[src/rtl/msi_agg_pkg.sv]
package msi_agg_pkg;
    parameter int VEC_CNT = 32;
    localparam int VEC_W = $clog2(VEC_CNT);

    typedef logic [VEC_CNT-1:0] vec_mask_t;

    typedef struct packed {
        logic             valid;
        logic [VEC_W-1:0] idx;
    } msg_t;
endpackage

[src/rtl/msi_vec_decode.sv]
module msi_vec_decode #(
    parameter int N = 32,
    localparam int W = $clog2(N)
) (
    input  logic         valid,
    input  logic [W-1:0] idx,
    output logic [N-1:0] onehot
);
    for (genvar i = 0; i < N; i++) begin : g_dec
        assign onehot[i] = valid && (idx == W'(i));
    end
endmodule

[src/rtl/msi_latch_bank.sv]
module msi_latch_bank #(
    parameter int N = 32
) (
    input  logic         clk,
    input  logic         rst,
    input  logic [N-1:0] set_mask,
    input  logic         clr_en,
    input  logic [N-1:0] clr_mask,
    output logic [N-1:0] pend
);
    typedef struct packed {
        logic [N-1:0] pend;
    } bank_t;

    bank_t st_d, st_q;

    always_comb begin
        st_d = st_q;
        if (clr_en) begin
            st_d.pend = st_d.pend & ~clr_mask;
        end
        // set applied after clear: a fresh event beats a same-cycle acknowledge
        st_d.pend = st_d.pend | set_mask;
    end

    always_ff @(posedge clk) begin
        if (rst) begin
            st_q <= '0;
        end else begin
            st_q <= st_d;
        end
    end

    assign pend = st_q.pend;
endmodule

[src/rtl/msi_level_out.sv]
module msi_level_out #(
    parameter int N = 32
) (
    input  logic         clk,
    input  logic         rst,
    input  logic [N-1:0] pend,
    output logic         level
);
    typedef struct packed {
        logic lvl;
    } out_t;

    out_t st_d, st_q;

    always_comb begin
        st_d     = st_q;
        st_d.lvl = |pend;
    end

    always_ff @(posedge clk) begin
        if (rst) begin
            st_q <= '0;
        end else begin
            st_q <= st_d;
        end
    end

    assign level = st_q.lvl;
endmodule

[src/rtl/msi_level_agg.sv]
module msi_level_agg
    import msi_agg_pkg::*;
(
    input  logic                   clk,
    input  logic                   rst,
    input  logic                   msg_valid,
    input  logic [VEC_W-1:0]       msg_vec,
    input  logic                   ack_we,
    input  logic [VEC_CNT-1:0]     ack_data,
    output logic [VEC_CNT-1:0]     status,
    output logic                   irq_level
);
    msg_t      msg;
    vec_mask_t set_mask;
    vec_mask_t pend;

    assign msg.valid = msg_valid;
    assign msg.idx   = msg_vec;

    msi_vec_decode #(.N(VEC_CNT)) u_dec (
        .valid  (msg.valid),
        .idx    (msg.idx),
        .onehot (set_mask)
    );

    msi_latch_bank #(.N(VEC_CNT)) u_bank (
        .clk      (clk),
        .rst      (rst),
        .set_mask (set_mask),
        .clr_en   (ack_we),
        .clr_mask (ack_data),
        .pend     (pend)
    );

    msi_level_out #(.N(VEC_CNT)) u_lvl (
        .clk   (clk),
        .rst   (rst),
        .pend  (pend),
        .level (irq_level)
    );

    assign status = pend;
endmodule

[config.mk]
export PLATFORM = sky130hd
export DESIGN_NAME = msi_level_agg
export DESIGN_NICKNAME = d
export VERILOG_FILES = /design/src/rtl/msi_agg_pkg.sv /design/src/rtl/msi_vec_decode.sv /design/src/rtl/msi_latch_bank.sv /design/src/rtl/msi_level_out.sv /design/src/rtl/msi_level_agg.sv
export SDC_FILE = /design/constraint.sdc
export NUM_CORES = 1
export LEC_CHECK = 0
export BUFFER_PORTS_ARGS = -buffer_cell sky130_fd_sc_hd__buf_2
export CAP_MARGIN = 15
export CORE_UTILIZATION = 41
export DETAILED_ROUTE_END_ITERATION = 16
export HOLD_SLACK_MARGIN = 0.05
export PLACE_DENSITY = 0.78
export SYNTH_ARGS = -nofsm -noshare
export SYNTH_HDL_FRONTEND = slang
export SYNTH_HIERARCHICAL = 1
export SYNTH_SLANG_ARGS = --single-unit
[constraint.sdc]
create_clock -name clk -period 1 [get_ports clk]
set_input_delay 0 -clock clk [delete_from_list [all_inputs] [get_ports clk]]
set_output_delay 0 -clock clk [all_outputs]
set_load 0.03 [all_outputs]
==> reports/metrics.csv <==
metric;value;unit
holdPathStages;3;
syn2layout_area_growth;70.1;%
crit_cells;3;
routedWlPerCell;14.0;um
fin_crit;1.02;ns
required;1.17;ns
slew_headroom;58.1;%
fmax;0.984;GHz
yosysWarnings;6;
rr_worst_depth;3;
crit_chain;nor4_4 > and4_1 > a21oi_1;
initial_core_util;44.3;%
clockRootBuffer;clkbuf_8;
num_vias;1825;
slew_viol_final;0;
clk_pin_slew;0.06;ns
synth_edf_count;0;
die_h;63.2;um
syn_area;1540;um^2
htree_levels;2;
avgSynthCellArea;7.96;um^2
yosysSeqAreaShare;43.0;%
cpLargestDelayFamily;simple AND/OR/NAND/NOR gates;
fin_tns_setup;-0.0161;ns
core-area;3470;um^2
fin_ws;-0.0161;ns
io_pins;74;
drt_drc_violations_left;0;
wl;5.16;mm
insertedDiodeCount;0;
hold_class;input port to register;
nets;363;
drv_cap;0;
synth.top_cell.area_share;43.0;%
yosys-top-cells-count;64 x nor2_1, 33 x dfxtp_1, 32 x a311oi_1, 32 x inv_1, 8 x nor4_1;
hpwl;3.24;mm
ys_ff_latch;33;
leakage;1.10;nW
ys.flop_type;dfxtp_1;
cp_max_fo;2;
end_kind;register;
routed_via_density;4.95;
clkLatencyLatePin;0.28;ns
gr-usage-all-layers;27.4;%
cts_sinks;33;
ir_drop;0.000906;V
criticalPathCategory;register to register;
synthDistinctLibCells;17;
critPathBufInv;0;
synth_most_common_cell;nor2_1;
ys_async_sr_fraction;0;%
slowest_stage;dfxtp_2;
finalSetupViolations;1;
cts_tree;yes;
clock_skew;0.00170;ns
finalHoldViolCount;0;
synthesis.nets;234;
drt_iter0_drc;114;
max_stage_delay;0.33;ns
io_buffers;73;
whs;0.118;ns
synth_top_area_cell;dfxtp_1;
grt_overflow_total;0;
start_kind;register;
clockBufferDepth;2;
antenna_found_initial;0;
final_antenna_net_count;0;
fp.dieW;63.2;um
critPathArrivalTime;1.19;ns
status;complete, but fails checks;
nFillCells;282;
violations;negative setup slack;
dieArea;4000;um^2
fin_crit_sh;102;%
drt_pass1_iterations;4;
synth_cells;193;
grt_pass1_vias;1798;
synth_area_leaders;dfxtp_1 43%, a311oi_1 18%, nor2_1 16%;
rows;21;
gp_congestion;0.709;
power_density;1040;nW/um^2
rsz0062_at_grt;true;
tightest_slew;0.629;ns
cts_buffers;5;
grt_max_degree;34;
layout-drive-gt1-share;40.6;%
grt_pass1_wl;8.41;mm
registers in the layout, indices dropped and copies added (netlist names):
register	count
u_bank/pend	32
u_lvl/level	1
cell usage in the layout (no fill, tap or decap), drive strengths merged, types with 2 or more instances in the layout:
| cell type | n |
|---|---|
| buf | 96 |
| nor2 | 64 |
| dfxtp | 33 |
| dlygate4sd3 | 32 |
| inv | 32 |
| a311oi | 32 |
| clkbuf | 11 |
| nor4 | 8 |
| nand4bb | 3 |
| nand4b | 3 |
| nand2b | 2 |
| and4 | 2 |
logic make-up after synthesis:
logic type	after synthesis	synth area share, %
compound gates	33	18.6
buf+inv	41	11.7
flops	33	43.0
simple gates	86	26.7
power by group:
part	switching, mW	internal, mW	leakage, nW
Clock	0.459	0.494	0.0395
Combinational	0.208	0.221	0.786
Sequential	0.0118	1.33	0.274
Total	0.679	2.05	1.10
through the flow:
step	power (mW)	instance area [um^2]	worst slack [ns]	std cells	utilization, %
2_1_floorplan	1.52	1560	-0.0213	193	-
3_3_place_gp	1.68	2130	-0.169	329	61.4
3_5_place_dp	1.69	2130	-0.213	329	61.4
4_1_cts	2.74	2590	-0.0186	369	74.6
5_1_grt	2.86	2610	-0.0437	369	75.4
6_report	2.72	2610	-0.0161	369	75.4
routing by layer:
metal  vias up  global-route usage [%]  routed length, um
met2        67                    48.5               2520
met3         6                    7.25                289
met1       816                    32.5               2310
met4         0                    6.82                 41
li1        936                       -                  -
met5         -                       0                  0
worst paths after layout:
check / from / to / slack, ns
hold reg to reg: u_bank/pend[7] / u_bank/pend[7] / 0.51
setup / recovery: u_bank/pend[2] / u_lvl/level / -0.02
hold / removal: rst / u_lvl/level / 0.12
setup reg to reg: u_bank/pend[2] / u_lvl/level / -0.02
worst register-to-register path: cells and delay by family (launching register included):
family,cells,cell delay [ns]
compound gates,1,0.06
flops,1,0.33
simple gates,2,0.51
what timing repair did:
| item | in CTS | in global routing |
|---|---|---|
| endpoints found under the setup margin | 1 | 3 |
| endpoints found under the hold margin | 32 | 0 |
| pin swaps | 2 | 2 |
| hold buffers | 32 | 0 |
| gates resized for setup | 10 | 8 |
| buffers inserted | 0 | 0 |
cell type report:
cell class | count | area [um^2] | area share, %
inverter | 32 | 120 | 4.60
sequential | 33 | 679 | 26.0
clock buffer | 8 | 80.1 | 3.06
timing repair buffer | 131 | 901 | 34.5
multi-input combinational | 119 | 776 | 29.7
tap | 46 | 57.6 | 2.20
Note: power is estimated with default switching activity, not from simulation.
